## src/rtl/vid_ref_pkg.sv

```systemverilog
package vid_ref_pkg;

  // direction chosen for one setpoint move
  typedef enum logic [1:0] {
    DIR_HOLD = 2'd0,
    DIR_UP   = 2'd1,
    DIR_DOWN = 2'd2
  } step_dir_e;

  localparam int DEF_VID_W       = 5;
  localparam int DEF_REF_W       = 7;
  localparam int DEF_TOP_LEVEL   = 64;  // level of code 0 in 25 mV units
  localparam int DEF_STEP_CYCLES = 2;   // strobes between setpoint moves

endpackage

```

## src/rtl/vid_level_map.sv

```systemverilog
module vid_level_map #(
  parameter int VID_W     = vid_ref_pkg::DEF_VID_W,
  parameter int REF_W     = vid_ref_pkg::DEF_REF_W,
  parameter int TOP_LEVEL = vid_ref_pkg::DEF_TOP_LEVEL
) (
  input  logic [VID_W-1:0] code,
  output logic [REF_W-1:0] level
);
  localparam logic [REF_W-1:0] TOPV = REF_W'(TOP_LEVEL);

  // descending table: each code unit lowers the level by one 25 mV unit
  always_comb level = TOPV - REF_W'(code);
endmodule

```

## src/rtl/vid_qualifier.sv

```systemverilog
module vid_qualifier #(
  parameter int VID_W = vid_ref_pkg::DEF_VID_W
) (
  input  logic             clk,
  input  logic             rst,
  input  logic             strobe,
  input  logic [VID_W-1:0] vid_in,
  output logic [VID_W-1:0] acc_q,
  output logic [VID_W-1:0] acc_nxt
);
  logic [VID_W-1:0] cand_q, cand_nxt;
  logic             cand_v_q, cand_v_nxt;

  always_comb begin
    acc_nxt    = acc_q;
    cand_nxt   = cand_q;
    cand_v_nxt = cand_v_q;
    if (strobe) begin
      if (cand_v_q && (vid_in == cand_q)) begin
        acc_nxt    = cand_q;     // held for a full period: accept
        cand_v_nxt = 1'b0;
      end else if (vid_in != acc_q) begin
        cand_nxt   = vid_in;     // new or replaced candidate
        cand_v_nxt = 1'b1;
      end else begin
        cand_v_nxt = 1'b0;       // bus went back to the code in force
      end
    end
  end

  always_ff @(posedge clk) begin
    if (rst) begin
      acc_q    <= vid_in;
      cand_q   <= '0;
      cand_v_q <= 1'b0;
    end else begin
      acc_q    <= acc_nxt;
      cand_q   <= cand_nxt;
      cand_v_q <= cand_v_nxt;
    end
  end
endmodule

```

## src/rtl/step_cadence.sv

```systemverilog
module step_cadence #(
  parameter int STEP_CYCLES = vid_ref_pkg::DEF_STEP_CYCLES
) (
  input  logic clk,
  input  logic rst,
  input  logic strobe,
  input  logic ramping,
  output logic step_due
);
  generate
    if (STEP_CYCLES <= 1) begin : g_every
      always_comb step_due = strobe && ramping;
    end else begin : g_count
      localparam int CW = $clog2(STEP_CYCLES);
      localparam logic [CW-1:0] LAST = CW'(STEP_CYCLES - 1);
      logic [CW-1:0] cnt_q;

      always_comb step_due = strobe && ramping && (cnt_q == LAST);

      always_ff @(posedge clk) begin
        if (rst) begin
          cnt_q <= '0;
        end else if (strobe) begin
          if (!ramping || (cnt_q == LAST)) cnt_q <= '0;
          else                             cnt_q <= cnt_q + 1'b1;
        end
      end
    end
  endgenerate
endmodule

```

## src/rtl/ref_ramp.sv

```systemverilog
module ref_ramp #(
  parameter int REF_W = vid_ref_pkg::DEF_REF_W
) (
  input  logic             clk,
  input  logic             rst,
  input  logic             step_due,
  input  logic [REF_W-1:0] init_level,
  input  logic [REF_W-1:0] goal,
  output logic [REF_W-1:0] ref_q
);
  import vid_ref_pkg::*;

  step_dir_e dir;

  always_comb begin
    if (goal > ref_q)      dir = DIR_UP;
    else if (goal < ref_q) dir = DIR_DOWN;
    else                   dir = DIR_HOLD;
  end

  always_ff @(posedge clk) begin
    if (rst) begin
      ref_q <= init_level;
    end else if (step_due) begin
      case (dir)
        DIR_UP:   ref_q <= ref_q + 1'b1;
        DIR_DOWN: ref_q <= ref_q - 1'b1;
        default:  ref_q <= ref_q;
      endcase
    end
  end
endmodule

```

## src/rtl/vid_ref_stepper.sv

```systemverilog
module vid_ref_stepper #(
  parameter int VID_W       = vid_ref_pkg::DEF_VID_W,
  parameter int REF_W       = vid_ref_pkg::DEF_REF_W,
  parameter int TOP_LEVEL   = vid_ref_pkg::DEF_TOP_LEVEL,
  parameter int STEP_CYCLES = vid_ref_pkg::DEF_STEP_CYCLES
) (
  input  logic             clk,
  input  logic             rst,
  input  logic             cyc_start,
  input  logic [VID_W-1:0] vid,
  output logic [REF_W-1:0] ref_code,
  output logic             busy,
  output logic [VID_W-1:0] vid_acc
);
  logic [VID_W-1:0] acc_q, acc_nxt;
  logic [REF_W-1:0] lvl_now, lvl_next, lvl_reset, ref_q;
  logic             ramping, step_due;

  vid_qualifier #(.VID_W(VID_W)) u_qual (
    .clk(clk), .rst(rst), .strobe(cyc_start), .vid_in(vid),
    .acc_q(acc_q), .acc_nxt(acc_nxt)
  );

  vid_level_map #(.VID_W(VID_W), .REF_W(REF_W), .TOP_LEVEL(TOP_LEVEL))
    u_map_now   (.code(acc_q),   .level(lvl_now));
  vid_level_map #(.VID_W(VID_W), .REF_W(REF_W), .TOP_LEVEL(TOP_LEVEL))
    u_map_next  (.code(acc_nxt), .level(lvl_next));
  vid_level_map #(.VID_W(VID_W), .REF_W(REF_W), .TOP_LEVEL(TOP_LEVEL))
    u_map_reset (.code(vid),     .level(lvl_reset));

  // slewing is judged against the level in force before this strobe
  always_comb ramping = (ref_q != lvl_now);

  step_cadence #(.STEP_CYCLES(STEP_CYCLES)) u_cad (
    .clk(clk), .rst(rst), .strobe(cyc_start), .ramping(ramping),
    .step_due(step_due)
  );

  // a move heads for the level that this very strobe may have accepted
  ref_ramp #(.REF_W(REF_W)) u_ramp (
    .clk(clk), .rst(rst), .step_due(step_due),
    .init_level(lvl_reset), .goal(lvl_next), .ref_q(ref_q)
  );

  assign ref_code = ref_q;
  assign busy     = ramping;
  assign vid_acc  = acc_q;
endmodule

```

## config.mk

```make
export PLATFORM = sky130hd
export DESIGN_NAME = vid_ref_stepper
export DESIGN_NICKNAME = d
export VERILOG_FILES = /design/src/rtl/vid_ref_pkg.sv /design/src/rtl/vid_level_map.sv /design/src/rtl/vid_qualifier.sv /design/src/rtl/step_cadence.sv /design/src/rtl/ref_ramp.sv /design/src/rtl/vid_ref_stepper.sv
export SDC_FILE = /design/constraint.sdc
export NUM_CORES = 1
export LEC_CHECK = 0
export ABC_AREA = 1
export BUFFER_PORTS_ARGS = -buffer_cell sky130_fd_sc_hd__buf_4
export CORE_MARGIN = 5
export CORE_UTILIZATION = 24
export DETAILED_ROUTE_END_ITERATION = 12
export PLACE_DENSITY = 0.41
export SETUP_SLACK_MARGIN = 0.4
export SKIP_LAST_GASP = 1
export SYNTH_ARGS = -nofsm -noshare
export SYNTH_HDL_FRONTEND = slang
export SYNTH_SLANG_ARGS = --single-unit
```

## constraint.sdc

```tcl
create_clock -name clk -period 4.15 [get_ports clk]
set_clock_uncertainty 0.15 [all_clocks]
set_input_delay 0.415 -clock clk [delete_from_list [all_inputs] [get_ports clk]]
set_output_delay 0.415 -clock clk [all_outputs]
set_load 0.03 [all_outputs]
```

==> out/results.ini, run 1 <==
[cts]
clock-root-buffer=clkbuf_8
htree_num_levels=1
ctsHoldBuffers=0
cts_tree=built
worstSkewPairLatency_ps=260
clock_path_buffers=2
cts.clk_slew.worst_paths_ps=80
cts.sinks=19
numCtsBuffers=3

[detailed_routing]
dr_total_vias=1706
remaining_drc_errors=0
ant_nets=0
routed_wl_mm=5.197
drt_iter0_drc=116
viasPerCell=4.386
wire_per_inst_um=13.36
drt_pre_antenna_iters=4

[die]
fp.dieArea_um2=9084
io_pins=21
fp.dieW_um=95.31
core-area_um2=7176
die_height_um=95.31
row_count=31
start_util_pct=24.34

[cells_and_area]
drive_gt1_share_pct=32.76
utilization_pct=31.70
fillers=808
syn_to_final_growth_pct=30.23
n_antenna_cell=0
layout.area.seq_um2=460.4
final_nets=315
multi_input_area_um2=1225

[pwr]
peakVddDrop_mv=0.2399
finalPower_mw=1.455
power_density_nw_per_um2=639.8
cellLeakagePower_nw=1.085

[critical_path]
reg2reg_slack_ps=580
ff2ff_path_depth=29
r2r_start=u_qual.cand_q[2]$_SDFFE_PP0P_
crit_type=reg -> reg
worstPathRequired_ps=4030
critPathSlowestCell=dfxtp_2
crit_arrival_ps=3450
start_kind=flip-flop
cpPeakStageDelay_ps=360
critPathMaxFanout=5
cpMostUsedCell=nand2_2
endpoint_kind=flip-flop
crit_family=simple AND/OR/NAND/NOR gates
crit_buf_inv=3
r2r-end=u_ramp.ref_q[6]$_DFFE_PP_

[timing]
setup_viol=0
worstMarginPinSlew_ps=482.3
fmax_ghz=0.2799
timing_hold_violations_final=0
timing.hold.ws_ps=267.8
rsz0062_at_grt=yes
period_minus_slack_ps=3572
slew_headroom_pct=67.81
fin_crit_sh_pct=86.08
tns_ps=0
fin_ws_ps=577.6
drv_slew=0

[placed_design]
place_congestion=0.7600
io_buffers=20
post-place-ws_ps=98.59
dp_hpwl_mm=4.176

[global_route]
grt_max_degree=17
grt_pass1_wl_mm=8.004
antenna_found_initial=0
grt_use_total_pct=11.48
grt-ovfl-total=0
grt_pass1_vias=1592

[logic_synthesis]
syn_area_per_cell_um2=6.877
synthCells=254
ys_ff_latch=19
synth_edf_count=7
synthArstFlopShare_pct=0
synthFlopType=dfxtp_1
synth_cell_types=28
synth_nets=278
syn_area_um2=1747
yosys_warnings=0
seq_area_frac_synth_pct=25.79

[flow_run]
maxCapViolations=0

[min_path]
hold_class=in -> reg
holdPathEnd=u_qual.acc_q[2]$_DFF_P_
worstHoldStart=vid[2]
holdPathStages=3

[status]
outcome=finished, final reports clean

[worst min-delay path, delay by kind of cell]
family,cells,cell delay (ps)
buffers and inverters,1,120
AO/OA/AOI/OAI,1,60
AND/OR/NAND/NOR,1,50
[logic make-up after synthesis]
family | count (synthesis) | share of synthesized area (%)
compound gates | 37 | 11.10
xor+xnor | 9 | 4.513
fa+ha+maj | 16 | 11.89
buf+inv | 43 | 9.886
flops | 19 | 25.79
simple gates | 130 | 36.82
[state kept, by name, indices dropped and copies added (netlist names)]
name                 flops
u_cad.g_count.cnt_q      1
u_qual.acc_q             5
u_qual.cand_q            5
u_qual.cand_v_q          1
u_ramp.ref_q             7
[routing by layer]
| layer | wire length, um | track usage [%] | share of wire, % | vias to the layer above |
|---|---|---|---|---|
| met1 | 2510 | 15.51 | 48 | 778 |
| met2 | 2492 | 19.30 | 48 | 24 |
| met3 | 149 | 1.500 | 2.9 | 5 |
| li1 | - | - | - | 899 |
| met5 | 0 | 0 | 0 | - |
| met4 | 44 | 2.764 | 0.85 | 0 |
[worst max-delay path by stage]
stage	from	end	slack, ps	cells past startpoint
2_1_floorplan	vid[3]	u_ramp.ref_q[5]$_DFFE_PP_	500	27
3_3_place_gp	vid[3]	u_ramp.ref_q[6]$_DFFE_PP_	110	27
3_5_place_dp	vid[4]	u_ramp.ref_q[6]$_DFFE_PP_	100	31
4_1_cts	u_qual.cand_q[0]$_SDFFE_PP0P_	u_ramp.ref_q[6]$_DFFE_PP_	410	29
5_1_grt	u_qual.cand_q[0]$_SDFFE_PP0P_	u_ramp.ref_q[6]$_DFFE_PP_	330	29
6_report	u_qual.cand_q[2]$_SDFFE_PP0P_	u_ramp.ref_q[6]$_DFFE_PP_	580	29
[final cells by class]
cell class,count,share of cell area (%)
Clock buffer,4,1.980
Inverter,39,6.436
Multi-Input combinational cell,192,53.85
Sequential cell,19,20.24
Tap cell,99,5.446
Timing Repair Buffer,36,12.05
[where the power goes]
group	internal, mW	total, mW	switching [mW]
clock	0.0685	0.139	0.0701
sequential	0.254	0.309	0.0552
combinational	0.439	1.01	0.568
total	0.762	1.46	0.694
[cells in the mapped netlist (2+ instances only)]
library cell  number  share of area (%)
dfxtp_1           12                 14
inv_1             34                7.3
inv_2              5                1.1
a21oi_1           14                4.0
xor2_1             7                3.5
clkbuf_1           2               0.43
nand4_1            9                3.2
nand3_1           10                2.9
o21ai_0           13                3.7
nand2_2            5                1.8
o22ai_1            4                1.4
nand3_2            3                1.7
nor2_1            20                4.3
ha_1              15                 11
edfxtp_1           7                 12
nand3_4            2                2.0
xnor2_1            2                1.0
o21ai_1            5                1.4
nand2_1           73                 16
nand2_4            3                1.9
nor3_1             2               0.57
[repair_timing]
action,CTS,global route
cloned,0,0
buffers inserted,4,5
setup endpoints to repair,2,8
resized for setup,4,34
pin swaps,2,27
[through the flow]
step | std cells | instance area (um2)
2_1_floorplan | 254 | 1747
3_3_place_gp | 376 | 2047
3_5_place_dp | 376 | 2047
4_1_cts | 384 | 2140
5_1_grt | 389 | 2275
6_report | 389 | 2275
[placed cells by master, fill, tap and decap left out, types with 2 or more instances in the layout]
cell type and n:
nand2_1 62, clkbuf_8 3, dfxtp_2 5, buf_4 35, inv_1 28, nor2_2 2
a21oi_1 11, a21oi_2 4, ha_1 12, nor3_1 2, edfxtp_1 7, ha_4 3
nand2_2 16, o21ai_0 13, dfxtp_1 6, xnor2_1 2, xor2_1 7, nand3_4 3
o21ai_1 5, inv_2 11, nand3_2 4, nand4_1 9, nor2_1 18, o22ai_1 4
nand2_4 3, nand3_1 8
(Power assumes the default switching activity.)
==> run 2, diff against run 1 <==
--- a/config.mk
+++ b/config.mk
@@ -7,10 +7,12 @@
 export LEC_CHECK = 0
 export ABC_AREA = 1
 export BUFFER_PORTS_ARGS = -buffer_cell sky130_fd_sc_hd__buf_4
+export CELL_PAD_IN_SITES_DETAIL_PLACEMENT = 2
+export CELL_PAD_IN_SITES_GLOBAL_PLACEMENT = 2
 export CORE_MARGIN = 5
 export CORE_UTILIZATION = 24
 export DETAILED_ROUTE_END_ITERATION = 12
-export PLACE_DENSITY = 0.41
+export PLACE_DENSITY = 0.63
 export SETUP_SLACK_MARGIN = 0.4
 export SKIP_LAST_GASP = 1
 export SYNTH_ARGS = -nofsm -noshare
==> run 2 against run 1 <==
Effect of this change: final cell count grew 2.1%; die area stayed put; sequential share of layout area decreased by 0.93 points; total power increased by 11%; register-to-register slack got worse by 150 ps; clock-buffer cell count unchanged; non-clock buffer count increased by 8; global-route usage grew 2.6 points; via count is 5.6% higher; clock power up 4%; worst setup slack got worse by 150 ps; critical path depth is 1 lower; critical path type unchanged; largest power group unchanged.
==> out/results.ini, run 2 (synthesis gave the netlist of run 1 again) <==
[critical_path]
endpoint_kind=flip-flop
crit_type=reg -> reg
crit_family=simple AND/OR/NAND/NOR gates
crit_buf_inv=2
worstPathRequired_ps=4030
critPathSlowestCell=fa_2
start_kind=flip-flop
cpMostUsedCell=nand2_2
crit_arrival_ps=3600
cpPeakStageDelay_ps=400
critPathMaxFanout=5

[cells_and_area]
largest_reg_flops=7
most-common-layout-cells=nand2_1 (61), buf_4 (42), inv_1 (27)
layout.area.seq_um2=460.4
final_common_cell=nand2_1
final_nets=323
syn_to_final_growth_pct=36.53
largestRegisters=u_ramp.ref_q x7, u_qual.acc_q x5, u_qual.cand_q x5
n_antenna_cell=0
drive_gt1_share_pct=36.91
fillers=842
utilization_pct=33.23
fin_cells=397
multi_input_area_um2=1269
design_area_um2=2385
top_register=u_ramp.ref_q

[detailed_routing]
viasPerCell=4.537
ant_nets=0
drt_pre_antenna_iters=4
dr_total_vias=1801
routed_wl_mm=6.306
wire_per_inst_um=15.88
drt_iter0_drc=44
remaining_drc_errors=0

[die]
fp.dieArea_um2=9084
core-area_um2=7176
io_pins=21
start_util_pct=24.34
row_count=31
die_height_um=95.31
fp.dieW_um=95.31

[pwr]
peakVddDrop_mv=0.2040
swShare_pct=48.41
power.switching_mw=0.7810
combPwrFrac_pct=71.6
finalPower_mw=1.614
seqPwrFrac_pct=19.4
cellLeakagePower_nw=1.134
power_density_nw_per_um2=676.6
power_frac_clock_pct=9.0
internal_power_mw=0.8325

[global_route]
grt_use_total_pct=14.07
grt_pass1_wl_mm=9.611
antenna_found_initial=0
grt-ovfl-total=0
grt_pass1_vias=1810
grt_max_degree=17

[timing]
fin_crit_sh_pct=89.77
period_minus_slack_ps=3726
timing.hold.ws_ps=265.8
fmax_ghz=0.2684
worstMarginPinSlew_ps=516.5
setup_viol=0
slew_headroom_pct=65.53
timing_hold_violations_final=0
tns_ps=0
rsz0062_at_grt=yes
drv_slew=0
fin_ws_ps=424.4

[cts]
clock-root-buffer=clkbuf_8
htree_num_levels=1
cts.sinks=19
cts_tree=built
worstSkewPairLatency_ps=270
clock_path_buffers=2
cts.clk_slew.worst_paths_ps=90
numCtsBuffers=3

[placed_design]
io_buffers=20
dp.cells=382
dp_hpwl_mm=4.989
placed_area_um2=2092
place_congestion=0.8189
post-place-ws_ps=-46.14

[min_path]
hold_class=in -> reg

[flow_run]
maxCapViolations=0

[status]
outcome=finished, final reports clean

run 2: final timing paths:
kind	slack (ps)	to	startpoint	depth (start not counted)
max	420	u_ramp.ref_q[6]$_DFFE_PP_	u_qual.cand_q[0]$_SDFFE_PP0P_	28
min	270	u_qual.acc_q[2]$_DFF_P_	vid[2]	3
max reg2reg	420	u_ramp.ref_q[6]$_DFFE_PP_	u_qual.cand_q[0]$_SDFFE_PP0P_	28
min reg2reg	320	u_qual.cand_q[4]$_SDFFE_PP0P_	u_qual.cand_q[4]$_SDFFE_PP0P_	2
run 2: worst reg2reg max path: cells and delay by family (launching register included):
| family | cells | cell delay, ps |
|---|---|---|
| AND/OR/NAND/NOR | 22 | 1770 |
| flip-flops | 1 | 340 |
| adder cells (fa/ha/maj) | 3 | 900 |
| buffers and inverters | 2 | 190 |
| AO/OA/AOI/OAI | 1 | 120 |
run 2: cell type report:
class | instances | share of cell area, %
Clock buffer | 4 | 1.889
Inverter | 39 | 6.243
Multi-Input combinational cell | 192 | 53.20
Sequential cell | 19 | 19.31
Tap cell | 99 | 5.194
Timing Repair Buffer | 44 | 14.17
run 2: what timing repair did:
item / 4_1_cts / 5_1_grt
gates resized for setup: 16 / 31
pin swaps: 4 / 33
hold buffers: 0 / 0
endpoints found under the hold margin: 0 / 0
setup buffers: 3 / 8
endpoints found under the setup margin: 4 / 3
run 2: routing by layer:
metal  global-route usage, %  up-vias  share of wire [%]
met3                   1.815        5                2.3
met5                       0        -                  0
met2                   23.73       20                 49
met4                   3.966        0                1.0
li1                        -      914                  -
met1                   18.72      862                 48
run 2: power by group through the flow:
| stage | clock, mW | sequential [mW] | combinational, mW |
|---|---|---|---|
| floorplan | 0 | 0.361 | 0.528 |
| global placement | 0 | 0.312 | 0.878 |
| detailed placement | 0 | 0.311 | 0.900 |
| CTS | 0.149 | 0.310 | 0.976 |
| global route | 0.157 | 0.321 | 1.28 |
| finish | 0.145 | 0.313 | 1.16 |
==> run 3, diff against run 2 <==
--- a/config.mk
+++ b/config.mk
@@ -7,11 +7,14 @@
 export LEC_CHECK = 0
 export ABC_AREA = 1
 export BUFFER_PORTS_ARGS = -buffer_cell sky130_fd_sc_hd__buf_4
+export CAP_MARGIN = 20
 export CELL_PAD_IN_SITES_DETAIL_PLACEMENT = 2
 export CELL_PAD_IN_SITES_GLOBAL_PLACEMENT = 2
+export CORE_ASPECT_RATIO = 0.9
 export CORE_MARGIN = 5
 export CORE_UTILIZATION = 24
 export DETAILED_ROUTE_END_ITERATION = 12
+export GPL_TIMING_DRIVEN = 0
 export PLACE_DENSITY = 0.63
 export SETUP_SLACK_MARGIN = 0.4
 export SKIP_LAST_GASP = 1
==> run 3 against run 2 <==
Effect of this change: routed wire length up 0.25%; hold slack worse by 19 ps; combinational power up 10%; core utilization up 1.3 points; non-clock buffer count unchanged; sequential share of layout area down 0.47 points; sequential power up 1%; clock-buffer cell count down 1; critical path depth unchanged; final area up 2.5%; global-route usage down 0.19 points; die area about the same; critical path type unchanged; largest cell class unchanged; largest power group unchanged.
==> out/results.ini, run 3 (synthesis gave the netlist of run 1 again) <==
[status]
outcome=finished, final reports clean

[timing]
drv_slew=0
slew_headroom_pct=57.36
tns_ps=0
setup_viol=0
timing_hold_violations_final=0
fmax_ghz=0.2730
fin_crit_sh_pct=88.25
rsz0062_at_grt=yes
worstMarginPinSlew_ps=635.3
timing.hold.ws_ps=247.2
period_minus_slack_ps=3663

[cts]
ctsHoldBuffers=0
cts.sinks=19
worstSkewPairLatency_ps=270
htree_num_levels=1
cts_tree=built
numCtsBuffers=3
clock-root-buffer=clkbuf_8
clock_path_buffers=2
cts.clk_slew.worst_paths_ps=90

[critical_path]
critPathSlowestCell=dfxtp_2
worstPathRequired_ps=4030
critPathMaxFanout=5
endpoint_kind=flip-flop
crit_type=reg -> reg
crit_arrival_ps=3550
start_kind=flip-flop
cpMostUsedCell=nand2_2
cpPeakStageDelay_ps=350

[detailed_routing]
wire_per_inst_um=16.17
drt_iter0_drc=65
routed_wl_mm=6.322
ant_nets=0
viasPerCell=4.696
remaining_drc_errors=0
drt_pre_antenna_iters=2
dr_total_vias=1836

[die]
fp.dieArea_um2=9086
core-area_um2=7076
fp.dieW_um=99.93
die_height_um=90.93
row_count=29
start_util_pct=24.69
io_pins=21

[global_route]
antenna_found_initial=0
grt_pass1_wl_mm=9.880
grt-ovfl-total=0
grt_max_degree=13
grt_use_total_pct=13.89
grt_pass1_vias=1885

[cells_and_area]
top_register=u_ramp.ref_q
syn_to_final_growth_pct=39.97
drive_gt1_share_pct=37.92
largestRegisters=u_ramp.ref_q x7, u_qual.acc_q x5, u_qual.cand_q x5
fin_cells=391
fillers=854
largest_reg_flops=7
design_area_um2=2445
final_common_cell=nand2_1
final_nets=323
most-common-layout-cells=nand2_1 (59), buf_4 (39), inv_1 (28)
n_antenna_cell=0

[pwr]
power_density_nw_per_um2=711.2
cellLeakagePower_nw=1.140
finalPower_mw=1.739
peakVddDrop_mv=0.3344

[placed_design]
io_buffers=19
dp.cells=366
placed_area_um2=2006
dp_hpwl_mm=4.847
place_congestion=0.7338

[min_path]
hold_class=in -> reg

[flow_run]
maxCapViolations=0

[run 3: changes by cell type in the layout (fill, tap and decap cells not counted), moves of 2 or more]
cell	before	now
a21oi_2	5	2
buf_4	42	39
nand3_1	7	4
nand3_2	5	8
a21oi_4	0	2
inv_2	11	9
nand2_1	61	59
nand2_4	3	5
o21ai_0	13	11
o21ai_1	5	7
[run 3: path summary, 6_finish.rpt]
path / from / to / slack [ps] / depth (start not counted)
max: u_qual.cand_q[1]$_SDFFE_PP0P_ / u_ramp.ref_q[6]$_DFFE_PP_ / 490 / 28
min reg2reg: u_qual.cand_v_q$_SDFFE_PP0P_ / u_qual.cand_v_q$_SDFFE_PP0P_ / 320 / 2
min: rst / u_qual.acc_q[0]$_DFF_P_ / 250 / 2
max reg2reg: u_qual.cand_q[1]$_SDFFE_PP0P_ / u_ramp.ref_q[6]$_DFFE_PP_ / 490 / 28
[run 3: through the flow]
| step | setup WS (ps) | utilization, % |
|---|---|---|
| 6_report | 487.5 | 34.55 |
| 5_1_grt | 213.9 | 34.55 |
| 4_1_cts | 352.9 | 31.90 |
| 3_5_place_dp | -317.5 | 28.35 |
| 3_3_place_gp | -214.3 | 28.35 |
| 2_1_floorplan | 501.8 | - |
[run 3: routing by layer]
| metal | part of all wire, % | vias up | wire, um | GRT usage (%) |
|---|---|---|---|---|
| met2 | 52 | 14 | 3296 | 24.17 |
| li1 | - | 916 | - | - |
| met3 | 1.9 | 2 | 123 | 2.375 |
| met1 | 45 | 904 | 2876 | 18.42 |
| met4 | 0.41 | 0 | 26 | 1.706 |
| met5 | 0 | - | 0 | 0 |
[run 3: what timing repair did]
| action | CTS | global route |
|---|---|---|
| setup buffers | 14 | 7 |
| resized for setup | 24 | 36 |
| hold endpoints to repair | 0 | 0 |
| pin swaps | 19 | 31 |
| gates cloned | 0 | 0 |
| setup endpoints to repair | 12 | 6 |
[run 3: layout make-up]
| cell class | count | area (um2) | share of cell area [%] |
|---|---|---|---|
| Clock buffer | 3 | 41.29 | 1.689 |
| Multi-Input combinational cell | 192 | 1334 | 54.55 |
| Buffer | 4 | 26.28 | 1.075 |
| Clock inverter | 1 | 7.507 | 0.3071 |
| Tap cell | 93 | 116.4 | 4.759 |
| Sequential cell | 19 | 460.4 | 18.83 |
| Inverter | 39 | 151.4 | 6.192 |
| Timing Repair Buffer | 40 | 307.8 | 12.59 |
[run 3: where the power goes]
group | leakage (nW) | total, mW | internal [mW] | switching [mW]
registers | 0.172 | 0.317 | 0.255 | 0.0622
clock network | 0.0217 | 0.141 | 0.0679 | 0.0733
logic | 0.946 | 1.28 | 0.578 | 0.703
[run 3: critical path: cells and delay by family (launching register included)]
kind	cells	cell delay, ps
AOI/OAI and AO/OA	1	130
xor gates and xnor gates	1	160
adders and majority gates	3	710
buffers and inverters	5	420
DFF	1	350
and+or+nand+nor	18	1490
